File: src/rtl/cmdrsp_pkg.sv
package cmdrsp_pkg;
  localparam int WORD_W = 32;
  localparam int IDX_W  = 6;

  // Fixed field positions within the command word
  localparam int FLD_IDX_LO  = 24;
  localparam int FLD_KIND_LO = 16;
  localparam int FLD_DP      = 21;
  localparam int FLD_DIR     = 4;

  typedef enum logic [1:0] {
    RSP_NONE       = 2'd0,
    RSP_LONG       = 2'd1,
    RSP_SHORT      = 2'd2,
    RSP_SHORT_BUSY = 2'd3
  } rsp_kind_e;

  typedef enum logic [1:0] {
    ST_IDLE  = 2'd0,
    ST_ISSUE = 2'd1,
    ST_WAIT  = 2'd2
  } seq_state_e;

  typedef struct packed {
    logic [IDX_W-1:0] index;
    rsp_kind_e        kind;
    logic             data_present;
    logic             dir_read;
  } cmd_fields_t;

  localparam logic [IDX_W-1:0] IDX_RESET   = 6'd0;
  localparam logic [IDX_W-1:0] IDX_RCA     = 6'd3;
  localparam logic [IDX_W-1:0] IDX_IFCOND  = 6'd8;
  localparam logic [IDX_W-1:0] IDX_STOP    = 6'd12;
  localparam logic [IDX_W-1:0] IDX_OPCOND  = 6'd41;
  localparam logic [IDX_W-1:0] IDX_IO_DIR  = 6'd52;

  localparam logic [WORD_W-1:0] STD_ERR_MASK = 32'hFDF9_8000;
  localparam logic [WORD_W-1:0] RCA_ERR_MASK = 32'h0000_0E00;
endpackage

File: src/rtl/cmd_decode.sv
module cmd_decode
  import cmdrsp_pkg::*;
(
  input  logic [WORD_W-1:0] word,
  output cmd_fields_t       fields,
  output logic              is_stop
);
  logic unused_word_bits;

  always_comb begin
    fields.index        = word[FLD_IDX_LO +: IDX_W];
    fields.kind         = rsp_kind_e'(word[FLD_KIND_LO +: 2]);
    fields.data_present = word[FLD_DP];
    fields.dir_read     = word[FLD_DIR];
    is_stop = (fields.index == IDX_STOP) || (fields.index == IDX_IO_DIR);
  end

  assign unused_word_bits = ^word;
endmodule

File: src/rtl/status_filter.sv
module status_filter
  import cmdrsp_pkg::*;
#(
  parameter int RSP_BYTES = 16,
  parameter int LEN_W     = 5
) (
  input  logic [IDX_W-1:0]  index,
  input  rsp_kind_e         kind,
  input  logic              card_is_mmc,
  input  logic [LEN_W-1:0]  rsp_len,
  input  logic [WORD_W-1:0] status_word,
  input  logic [WORD_W-1:0] err_enable,
  output logic              too_short,
  output logic              err_hit
);
  localparam int SHORT_BYTES = WORD_W / 8;

  logic              long_ok;
  logic              short_ok;
  logic [WORD_W-1:0] sel_mask;

  assign long_ok  = rsp_len >= LEN_W'(RSP_BYTES);
  assign short_ok = rsp_len >= LEN_W'(SHORT_BYTES);

  always_comb begin
    too_short = 1'b0;
    sel_mask  = '0;
    unique case (kind)
      RSP_LONG: too_short = !long_ok;
      RSP_SHORT, RSP_SHORT_BUSY: begin
        too_short = !short_ok;
        if (short_ok) begin
          if (index == IDX_RCA)
            sel_mask = RCA_ERR_MASK;
          else if (index == IDX_OPCOND)
            sel_mask = '0;
          else if (index == IDX_IFCOND && !card_is_mmc)
            sel_mask = '0;
          else
            sel_mask = STD_ERR_MASK;
        end
      end
      default: ;
    endcase
    err_hit = |(status_word & sel_mask & err_enable);
  end
endmodule

File: src/rtl/rsp_capture.sv
module rsp_capture
  import cmdrsp_pkg::*;
#(
  parameter int RSP_WORDS = 4,
  localparam int RSP_W    = RSP_WORDS * WORD_W
) (
  input  logic             clk,
  input  logic             rst_n,
  input  logic             capture,
  input  rsp_kind_e        kind,
  input  logic             too_short,
  input  logic [RSP_W-1:0] rsp_data,
  output logic [RSP_W-1:0] rsp_words
);
  logic take;
  assign take = capture && !too_short;

  for (genvar k = 0; k < RSP_WORDS; k++) begin : g_word
    always_ff @(posedge clk) begin
      if (!rst_n) begin
        rsp_words[k*WORD_W +: WORD_W] <= '0;
      end else if (take) begin
        if (kind == RSP_LONG) begin
          rsp_words[k*WORD_W +: WORD_W] <= rsp_data[k*WORD_W +: WORD_W];
        end else if ((k == 0) && (kind == RSP_SHORT || kind == RSP_SHORT_BUSY)) begin
          rsp_words[k*WORD_W +: WORD_W] <= rsp_data[RSP_W-1 -: WORD_W];
        end
      end
    end
  end
endmodule

File: src/rtl/cmd_rsp_engine.sv
module cmd_rsp_engine
  import cmdrsp_pkg::*;
#(
  parameter int RSP_WORDS = 4,
  localparam int RSP_W     = RSP_WORDS * WORD_W,
  localparam int RSP_BYTES = RSP_W / 8,
  localparam int LEN_W     = $clog2(RSP_BYTES + 1)
) (
  input  logic              clk,
  input  logic              rst_n,
  input  logic              cmd_valid,
  output logic              cmd_ready,
  input  logic [WORD_W-1:0] cmd_word,
  input  logic [WORD_W-1:0] cmd_arg,
  input  logic              init_mode,
  input  logic [WORD_W-1:0] err_enable,
  input  logic              card_is_mmc,
  output logic              card_req_valid,
  input  logic              card_req_ready,
  output logic [IDX_W-1:0]  card_req_index,
  output logic [WORD_W-1:0] card_req_arg,
  input  logic              card_rsp_valid,
  output logic              card_rsp_ready,
  input  logic [LEN_W-1:0]  card_rsp_len,
  input  logic [RSP_W-1:0]  card_rsp_data,
  output logic [RSP_W-1:0]  rsp_out,
  output logic              cmd_busy,
  output logic              ev_cmd_done,
  output logic              ev_timeout,
  output logic              ev_xfer_done,
  output logic              card_err,
  output logic              data_start,
  output logic              data_dir_read,
  output logic              data_abort,
  output logic              xfer_stop
);
  seq_state_e        state_q;
  cmd_fields_t       dec;
  logic              dec_stop;
  logic [IDX_W-1:0]  index_q;
  rsp_kind_e         kind_q;
  logic              dp_q;
  logic              stop_q;
  logic [WORD_W-1:0] arg_q;
  logic              too_short;
  logic              err_hit;
  logic              accept;
  logic              rsp_take;
  logic              init_shortcut;

  cmd_decode u_decode (
    .word    (cmd_word),
    .fields  (dec),
    .is_stop (dec_stop)
  );

  status_filter #(.RSP_BYTES(RSP_BYTES), .LEN_W(LEN_W)) u_filter (
    .index       (index_q),
    .kind        (kind_q),
    .card_is_mmc (card_is_mmc),
    .rsp_len     (card_rsp_len),
    .status_word (card_rsp_data[RSP_W-1 -: WORD_W]),
    .err_enable  (err_enable),
    .too_short   (too_short),
    .err_hit     (err_hit)
  );

  rsp_capture #(.RSP_WORDS(RSP_WORDS)) u_capture (
    .clk       (clk),
    .rst_n     (rst_n),
    .capture   (rsp_take),
    .kind      (kind_q),
    .too_short (too_short),
    .rsp_data  (card_rsp_data),
    .rsp_words (rsp_out)
  );

  assign cmd_ready      = (state_q == ST_IDLE);
  assign cmd_busy       = (state_q != ST_IDLE);
  assign card_req_valid = (state_q == ST_ISSUE);
  assign card_rsp_ready = (state_q == ST_WAIT);
  assign card_req_index = index_q;
  assign card_req_arg   = arg_q;
  assign accept         = cmd_valid && cmd_ready;
  assign rsp_take       = card_rsp_valid && card_rsp_ready;
  assign init_shortcut  = init_mode && (dec.index == IDX_RESET);

  always_ff @(posedge clk) begin
    if (!rst_n) begin
      state_q       <= ST_IDLE;
      index_q       <= '0;
      kind_q        <= RSP_NONE;
      dp_q          <= 1'b0;
      stop_q        <= 1'b0;
      arg_q         <= '0;
      ev_cmd_done   <= 1'b0;
      ev_timeout    <= 1'b0;
      ev_xfer_done  <= 1'b0;
      card_err      <= 1'b0;
      data_start    <= 1'b0;
      data_dir_read <= 1'b0;
      data_abort    <= 1'b0;
      xfer_stop     <= 1'b0;
    end else begin
      ev_cmd_done  <= 1'b0;
      ev_timeout   <= 1'b0;
      ev_xfer_done <= 1'b0;
      data_start   <= 1'b0;
      data_abort   <= 1'b0;
      xfer_stop    <= 1'b0;
      unique case (state_q)
        ST_IDLE: begin
          if (accept) begin
            if (init_shortcut) begin
              ev_cmd_done <= 1'b1;
            end else begin
              index_q    <= dec.index;
              kind_q     <= dec.kind;
              dp_q       <= dec.data_present;
              stop_q     <= dec_stop;
              arg_q      <= cmd_arg;
              state_q    <= ST_ISSUE;
              data_start <= dec.data_present;
              if (dec.data_present) data_dir_read <= dec.dir_read;
            end
          end
        end
        ST_ISSUE: begin
          if (card_req_ready) state_q <= ST_WAIT;
        end
        ST_WAIT: begin
          if (rsp_take) begin
            state_q      <= ST_IDLE;
            ev_cmd_done  <= !too_short;
            ev_timeout   <= too_short;
            card_err     <= err_hit;
            data_abort   <= err_hit && dp_q;
            xfer_stop    <= stop_q;
            ev_xfer_done <= stop_q ||
                            (!err_hit && !too_short && !dp_q && kind_q == RSP_SHORT_BUSY);
          end
        end
        default: state_q <= ST_IDLE;
      endcase
    end
  end
endmodule

File: config.mk
export PLATFORM = sky130hd
export DESIGN_NAME = cmd_rsp_engine
export DESIGN_NICKNAME = d
export VERILOG_FILES = /design/src/rtl/cmdrsp_pkg.sv /design/src/rtl/cmd_decode.sv /design/src/rtl/status_filter.sv /design/src/rtl/rsp_capture.sv /design/src/rtl/cmd_rsp_engine.sv
export SDC_FILE = /design/constraint.sdc
export NUM_CORES = 1
export LEC_CHECK = 0
export ABC_CLOCK_PERIOD_IN_PS = 1640
export BUFFER_PORTS_ARGS = -buffer_cell sky130_fd_sc_hd__buf_2
export CAP_MARGIN = 20
export CORE_AREA = 2 2 161 163
export DETAILED_ROUTE_END_ITERATION = 8
export DIE_AREA = 0 0 163 165
export GPL_TIMING_DRIVEN = 0
export PLACE_DENSITY_LB_ADDON = 0.05
export SETUP_SLACK_MARGIN = 0.02
export SLEW_MARGIN = 10
export SYNTH_ARGS = -nofsm -noshare
export SYNTH_HDL_FRONTEND = slang
export SYNTH_HIERARCHICAL = 1
export SYNTH_SLANG_ARGS = --single-unit
File: constraint.sdc
create_clock -name clk -period 1.64 [get_ports clk]
set_clock_uncertainty 0.05 [all_clocks]
set_input_delay 0.164 -clock clk [delete_from_list [all_inputs] [get_ports clk]]
set_output_delay 0.164 -clock clk [all_outputs]
set_load 0.005 [all_outputs]
## After elaboration in Yosys (flattened, before gate mapping)

Index checks and enable logic that the tools add are counted.
W data, S select, Z words.

| word-level totals | value |
|---|---|
| bits in registers | 180 |
| input bits | 236 |
| output and inout port bits | 178 |

| cells by class | value |
|---|---|
| reductions and logical operators | 32 |
| equality and inequality tests | 14 |
| bitwise operators | 6 |
| magnitude comparators | 2 |
| muxes and demuxes | 17 |

Operators by type and width:

| kind | count |
|---|---|
| $mux W32 | 7 |
| $and A32 B32 Y32 | 2 |
| $reduce_or A32 Y1 | 1 |
| $eq A6 B4 Y1 const B | 2 |
| $eq A6 B6 Y1 const B | 2 |
| $logic_and A1 B1 Y1 | 9 |
| $mux W2 | 4 |
| $reduce_and A4 Y1 | 2 |
| $eq A2 B2 Y1 const B | 3 |
| $eq A6 B2 Y1 const B | 1 |
| $logic_not A1 Y1 | 6 |
| $logic_not A6 Y1 | 1 |
| $ne A2 B1 Y1 const B | 3 |
| $pmux W2 S3 | 1 |
| $reduce_and A2 Y1 | 3 |
| $reduce_and A3 Y1 | 2 |
| $ge A5 B3 Y1 const B | 1 |
| $ge A5 B5 Y1 const B | 1 |
| $eq A2 B1 Y1 const B | 2 |
| $not A1 Y1 | 4 |
| $pmux W1 S2 | 2 |
| $reduce_bool A2 Y1 | 2 |
| $reduce_or A4 Y1 | 1 |
| $logic_or A1 B1 Y1 | 3 |
| 4 further kinds | 6 |

## Logic depth before layout (Yosys ltp)

Gate-level depths: netlist of run 1.

| logic depth | value |
|---|---|
| depth after elaboration | 15 |
| depth in mapped cells | 9 |
| mapped depth without buffers | 7 |

## Hierarchy

Netlist of run 1, hierarchy kept.

By module, submodules not included:

| module | instances | area each (µm²) | cells an instance | sequential area each (µm²) |
|---|---|---|---|---|
| rsp_capture | 1 | 4966.0 | 607 | 2562.5 |
| cmd_rsp_engine | 1 | 2108.3 | 226 | 1041.0 |
| status_filter | 1 | 165.2 | 24 | 0.0 |
| cmd_decode | 1 | 110.1 | 14 | 0.0 |

## Worst setup path after synthesis of run 1

OpenSTA, ideal clock, no wires.

| timing path | value |
|---|---|
| kind | register to register |
| start | register state_q[1] |
| end | register u_capture.rsp_words[0] |
| data arrival time | 1.633 ns |
| path slack | -0.131 ns |
| clock period less this slack | 1.771 ns |
| cell stages (with the launch flop) | 8 |
| path through | dfxtp_1 -> and3b_1 -> clkbuf_1 -> nor2b_1 -> buf_2 -> clkbuf_1 -> a21oi_1 -> a311oi_2 |

| on the way | value |
|---|---|
| word-level cells in the longest chain between the ends | 4 |

RTL lines:

| element | RTL line | source |
|---|---|---|
| start: declaration | cmd_rsp_engine.sv:37 | `seq_state_e state_q;` |
| start signal: assignment | cmd_rsp_engine.sv:90 | `state_q <= ST_IDLE;` |
| start signal: assignment | cmd_rsp_engine.sv:122 | `state_q <= ST_ISSUE;` |
| start signal: assignment | cmd_rsp_engine.sv:129 | `if (card_req_ready) state_q <= ST_WAIT;` |
| $eq A2 B2 Y1 | cmd_rsp_engine.sv:81 | `assign card_rsp_ready = (state_q == ST_WAIT);` |
| $logic_and A1 B1 Y1 | cmd_rsp_engine.sv:85 | `assign rsp_take = card_rsp_valid && card_rsp_ready;` |
| named net rsp_take | cmd_rsp_engine.sv:48 | `logic rsp_take;` |
| $logic_and A1 B1 Y1 | rsp_capture.sv:16 | `assign take = capture && !too_short;` |
| $reduce_and A2 Y1 (no line) | n/a |  |
| end signal: indexed assignment | rsp_capture.sv:24 | `rsp_words[k*WORD_W +: WORD_W] <= rsp_data[k*WORD_W +: WORD_W];` |
| end signal: indexed assignment | rsp_capture.sv:26 | `rsp_words[k*WORD_W +: WORD_W] <= rsp_data[RSP_W-1 -: WORD_W];` |
| end: declaration | rsp_capture.sv:13 | `output logic [RSP_W-1:0] rsp_words` |

The timed path passes the listed nets, and every way through them passes these cells.
A chain may end at the register's enable or synchronous reset.

## Worst setup path in the final report of run 1

| timing path | value |
|---|---|
| start | register kind_q[1] |
| end | register u_capture.rsp_words[91] |

| on the way | value |
|---|---|
| word-level cells in the longest chain between the ends | 6 |
| elaborated cells between the ends (all ways) | 8 |
| classes of those cells | eq/ne: 3; mux: 1; reduce/logical: 4 |

RTL lines:

| element | RTL line | source |
|---|---|---|
| start: declaration | cmd_rsp_engine.sv:41 | `rsp_kind_e kind_q;` |
| start signal: assignment | cmd_rsp_engine.sv:118 | `kind_q <= dec.kind;` |
| $eq A2 B2 Y1 | status_filter.sv:28 | `unique case (kind)` |
| $reduce_or A2 Y1 | status_filter.sv:28 |  |
| $pmux W1 S2 (*) | status_filter.sv:28 |  |
| named net too_short | cmd_rsp_engine.sv:45 | `logic too_short;` |
| $logic_not A1 Y1 (*) | rsp_capture.sv:16 |  |
| $logic_and A1 B1 Y1 (*) | rsp_capture.sv:16 |  |
| $reduce_and A2 Y1 (no line) (*) | n/a |  |

The timed path passes the listed nets; every way through them passes the cells marked *.

==> flow_summary.yaml, run 1 <==
final_layout:
  nets: 1683
  layoutNonFillerInstCount: 1791
  layout_common_cells: "374 x buf_2, 312 x nand2_1, 172 x dfxtp_1"
  drive_gt1_share_pct: 40.3
  fin_area_sq_mm: 0.0127
  syn2layout_area_growth_pct: 72.4
  finish.utilization_pct: 50.6
  final_common_cell: "buf_2"
  num-fill-cells: 2491
logic_synthesis:
  synth-seq-cells: 180
  yosysTopAreaCellShare_pct: 49.0
  syn_area_per_cell_sq_um: 8.44
  synth_cell_type_count: 46
  synth_area_leaders: "dfxtp_1 49%, nand2_1 17%, a21oi_1 8.9%"
  synth-async-reset-ratio_pct: 0
  synth_seq_area_share_pct: 49.0
  synth_ff_type: "dfxtp_1"
  syn-cell-area_sq_mm: 0.00735
  synth-warning-count: 6
  synthCells: 871
  synth_nets: 1107
  synth-edff-count: 0
  yosysTopAreaCell: "dfxtp_1"
sta:
  final_max_slew_viol_count: 0
  setup_viol: 115
  rsz0062_at_grt: "true"
  final_hold_viol_count: 0
  layout_setup_ws_ps: -110
  whs_ps: 22.3
  worst_pin_slew_ps: 898
  fmaxAchievable_mhz: 572
  fin_setup_tns_ps: -5980
  slew-limit-headroom_pct: 40.2
  period_minus_slack_ps: 1750
  period_share_pct: 107
routing:
  wl_per_cell_microns: 16.1
  vias: 8035
  viasPerCell: 4.49
  drc_errors: 0
  drtIter0Drc: 337
  ant_nets: 0
  detail_route.wirelength_microns: 28900
  drtPass1Iterations: 6
grt:
  grt_pass1_wl_microns: 42200
  overflow: 0
  antenna_found_initial: 1
  grt_max_degree: 19
  grt_pass1_vias: 7763
  grtUsageTotal_pct: 20.2
placement:
  place_hpwl_microns: 20400
  dp_cells: 1571
  io_buffers: 370
  dpl-instance-area_sq_mm: 0.00962
  place.gp.congestion: 0.772
die:
  floorplan.initialDensity_pct: 29.4
  rows: 58
  die_y_microns: 165
  io_pins: 414
  die-area_sq_mm: 0.0269
  die_w_microns: 163
  core_area_sq_mm: 0.0250
pwr:
  power.density_mw_per_mm2: 785
  ir_drop_mv: 0.541
  power.leakage_nw: 5.62
critical_path:
  path_max_fanout: 8
  arrival_ps: 2060
  crit_type: "flip-flop to flip-flop"
  required_ps: 1950
  end_kind: "flip-flop"
  r2r_cells: 8
  startpoint_type: "flip-flop"
clock_network:
  cts_sinks: 180
  clk_latency_ps: 430
  root_buffer: "clkbuf_16"
  cts_tree: "done"
  numCtsBuffers: 17
  htreeDepth: 4
  path_clk_slew_ps: 70
  cts_buffer_depth: 2
status:
  status: "finished, violations left"
  violations: "negative setup slack"
hold_path:
  hold_class: "input pin to flip-flop"
  holdPathStages: 3
job:
  cap_violations: 0
## kinds of logic (layout without fill, tap and decap cells)
kind of cell | count (synthesis) | count (layout) | synth area share [%]
AOI/OAI and AO/OA | 186 | 186 | 17.7
buffers and inverters | 86 | 675 | 6.72
DFF | 180 | 180 | 49.0
and+or+nand+nor | 381 | 381 | 21.3
muxes | 38 | 38 | 5.18
other | 0 | 1 | 0
## per-layer routing
| metal | up-vias | wire [microns] | GRT usage [%] |
|---|---|---|---|
| li1 | 4064 | - | - |
| met2 | 253 | 14300 | 35.0 |
| met3 | 35 | 1700 | 4.50 |
| met4 | 0 | 715 | 8.53 |
| met1 | 3683 | 12100 | 24.1 |
| met5 | - | 0 | 0 |
## Yosys cell counts (2+ instances only)
library cell / instances
mux2i_1: 38
or3b_1: 2
a311oi_2: 30
nand2_1: 339
clkbuf_1: 40
nand3_1: 8
buf_6: 6
dfxtp_1: 180
buf_4: 11
a311oi_1: 2
nor3_1: 3
nor2_1: 6
nand4bb_1: 2
inv_1: 5
o21ai_1: 7
buf_12: 3
a21oi_1: 130
a22oi_1: 7
nor2b_1: 6
buf_2: 20
## repair_timing
| item | CTS | global route |
|---|---|---|
| pin swaps | 9 | 38 |
| hold buffers | 165 | 1 |
| cloned | 2 | 6 |
| resized for setup | 50 | 115 |
| buffers inserted | 9 | 5 |
| endpoints found under the setup margin | 129 | 169 |
| endpoints found under the hold margin | 166 | 1 |
## final timing paths
check	start	end	slack (ps)
worst min-delay path	card_rsp_data[105]	u_capture/rsp_words[9]	20
worst min register to register	u_capture/rsp_words[114]	u_capture/rsp_words[114]	400
worst max register to register	kind_q[1]	u_capture/rsp_words[91]	-110
worst max-delay path	kind_q[1]	u_capture/rsp_words[91]	-110
## through the flow
step / power [W] / setup WS (ps)
4_1_cts: 0.0100 / -83.2
3_3_place_gp: 0.00567 / -425
6_report: 0.00994 / -110
5_1_grt: 0.0104 / -202
3_5_place_dp: 0.00567 / -458
2_1_floorplan: 0.00514 / 18.5
## flip-flops by register name, indices dropped and copies added, names as in the netlist, 2 cells and up
register and cells:
card_req_index 6, kind_q 2, u_capture/rsp_words 128, state_q 2
card_req_arg 32
## critical path, cell delays in order (launching register included)
cell,delay (ps)
dfxtp_4,390
mux2i_2,220
nor2_2,70
and4bb_2,320
buf_12,150
buf_12,140
clkbuf_16,150
nand2_4,40
a21oi_2,120
## power breakdown
part | internal, W | switching, W | total (W)
combinational | 0.000759 | 0.000659 | 0.00142
sequential | 0.00446 | 0.0000634 | 0.00453
clock | 0.00201 | 0.00199 | 0.00400
## final cells by class
| type | count | area, sq um | share of cell area [%] |
|---|---|---|---|
| antenna | 1 | 2.50 | 0.0197 |
| multi-input combinational | 605 | 3540 | 27.9 |
| clock inverter | 15 | 135 | 1.07 |
| clock buffer | 17 | 425 | 3.36 |
| buffer | 80 | 677 | 5.34 |
| tap | 330 | 413 | 3.26 |
| sequential | 180 | 3620 | 28.6 |
| inverter | 5 | 18.8 | 0.148 |
| timing repair buffer | 558 | 3840 | 30.3 |
Power figures use the tool's default switching activity.
==> run 2: changes to the inputs <==
ABC_CLOCK_PERIOD_IN_PS = 2009   (was 1640)
CORE_AREA = 2 2 162 164   (was 2 2 161 163)
DIE_AREA = 0 0 164 166   (was 0 0 163 165)
PLACE_DENSITY_LB_ADDON = 0.2   (was 0.05)
clock period = 2.01 ns   (was 1.64 ns; I/O delays follow)
==> flow_summary.yaml, run 2 (synthesis gave the netlist of run 1 again) <==
status:
  status: "finished, final reports clean"
job:
  cap_violations: 0
sta:
  fmaxAchievable_mhz: 534
  worst_pin_slew_ps: 857
  rsz0062_at_grt: "false"
  slew-limit-headroom_pct: 42.9
  period_minus_slack_ps: 1870
  whs_ps: 19.4
  final_hold_viol_count: 0
  layout_setup_ws_ps: 138
  final_max_slew_viol_count: 0
  fin_setup_tns_ps: 0
  setup_viol: 0
  period_share_pct: 93.1
clock_network:
  root_buffer: "clkbuf_16"
  clk_latency_ps: 440
  cts_tree: "done"
  cts_setup_buffers: 0
  htreeDepth: 4
  numCtsBuffers: 17
  cts_sinks: 180
  cts_buffer_depth: 2
  path_clk_slew_ps: 80
final_layout:
  final_common_cell: "buf_2"
  largest_register_ffs: 128
  num-fill-cells: 2498
  regMostFlops: "u_capture/rsp_words"
  drive_gt1_share_pct: 34.5
  syn2layout_area_growth_pct: 59.8
  nets: 1643
  layout_common_cells: "384 x buf_2, 339 x nand2_1, 176 x dfxtp_1"
  regArea_sq_mm: 0.00361
  multi_input_area_sq_mm: 0.00326
die:
  floorplan.initialDensity_pct: 28.7
  io_pins: 414
  die_w_microns: 164
  core_area_sq_mm: 0.0256
  rows: 59
  die-area_sq_mm: 0.0272
  die_y_microns: 166
grt:
  antenna_found_initial: 2
  grtUsageTotal_pct: 19.9
  grt-busiest-layer: "met2"
  grt_use_met2_pct: 34.6
  grt_pass1_vias: 7681
  grt_max_degree: 19
  overflow: 0
  grt_pass1_wl_microns: 42400
  grtUsageMet1_pct: 23.8
  use_met3_pct: 5.34
placement:
  post-place-ws_ps: -227
  place_hpwl_microns: 20800
  place.gp.congestion: 0.795
  io_buffers: 370
hold_path:
  worstHoldStart: "card_rsp_data[27]"
  hold_class: "input pin to flip-flop"
critical_path:
  crit_type: "flip-flop to flip-flop"
  path_delay_family: "buffers and inverters"
  crit_slowest_cell: "dfxtp_2"
  setup.worst_path.start: "state_q[0]"
  required_ps: 2290
  slowest_delay_ps: 360
  path_max_fanout: 10
  startpoint_type: "flip-flop"
  worstPathCellList: "and3b_2 -> nor2b_1 -> buf_2 -> clkbuf_2 -> a21oi_1 -> a311oi_2"
  end_kind: "flip-flop"
  r2r_start: "state_q[0]"
  critPathBufInv: 2
  arrival_ps: 2150
pwr:
  power.leakage_nw: 5.22
  ir_drop_mv: 0.396
  power.density_mw_per_mm2: 700
  power_w: 0.00822
routing:
  drtIter0Drc: 430
  vias: 7996
  drtPass1Iterations: 5
  viasPerCell: 4.55
  detail_route.wirelength_microns: 28300
  drc_errors: 0
  ant_nets: 0
  wl_per_cell_microns: 16.1
run 2: cell count changes in the layout (fill, tap and decap cells not counted), moves of 6 or more:
cell,before,now
nand2_4,10,0
buf_2,374,384
buf_12,10,3
nand2_2,17,0
buf_4,27,14
dlygate4sd3_1,166,148
nand2_1,312,339
a21oi_2,35,0
a21oi_1,95,130
clkbuf_16,23,17
run 2: path summary, 6_finish.rpt:
check                                 end  slack, ps  depth (start not counted)
setup / recovery   u_capture/rsp_words[2]        140                          6
hold / removal    u_capture/rsp_words[27]         20                          3
setup reg to reg   u_capture/rsp_words[2]        140                          6
hold reg to reg   u_capture/rsp_words[39]        400                          2
run 2: what timing repair did:
item	in CTS	in global routing
hold buffers	148	0
resized for setup	10	12
setup endpoints to repair	120	120
hold endpoints to repair	148	0
run 2: where the power goes:
| group | switching [W] | internal (W) |
|---|---|---|
| registers | 0.0000547 | 0.00364 |
| logic | 0.000507 | 0.000566 |
| clock network | 0.00163 | 0.00181 |
| total | 0.00220 | 0.00602 |
run 2: area by class of cell:
| cell class | count | area share, % |
|---|---|---|
| diodes | 1 | 0.0213 |
| clock inverters | 14 | 1.40 |
| well taps | 335 | 3.57 |
| multi-input cells | 605 | 27.7 |
| repair buffers | 518 | 28.4 |
| clock buffers | 18 | 3.74 |
| inverters | 5 | 0.160 |
| plain buffers | 80 | 4.27 |
| flip-flops and latches | 180 | 30.7 |
run 2: layer usage:
metal | up-vias | share of wire [%]
li1 | 3987 | -
met2 | 293 | 49
met5 | - | 0.046
met1 | 3677 | 42
met4 | 2 | 2.0
met3 | 37 | 7.2
run 2: stage by stage:
stage | cells | utilization [%] | area (sq um)
3_5_place_dp | 1576 | 37.6 | 9620
4_1_cts | 1755 | 45.7 | 11700
5_1_grt | 1755 | 45.8 | 11700
2_1_floorplan | 871 | - | 7350
6_report | 1756 | 45.9 | 11700
3_3_place_gp | 1576 | 37.6 | 9620
run 2: worst min-delay path, stage by stage:
cell and delay (ps):
buf_2 100, nand2_1 70, a311oi_2 80
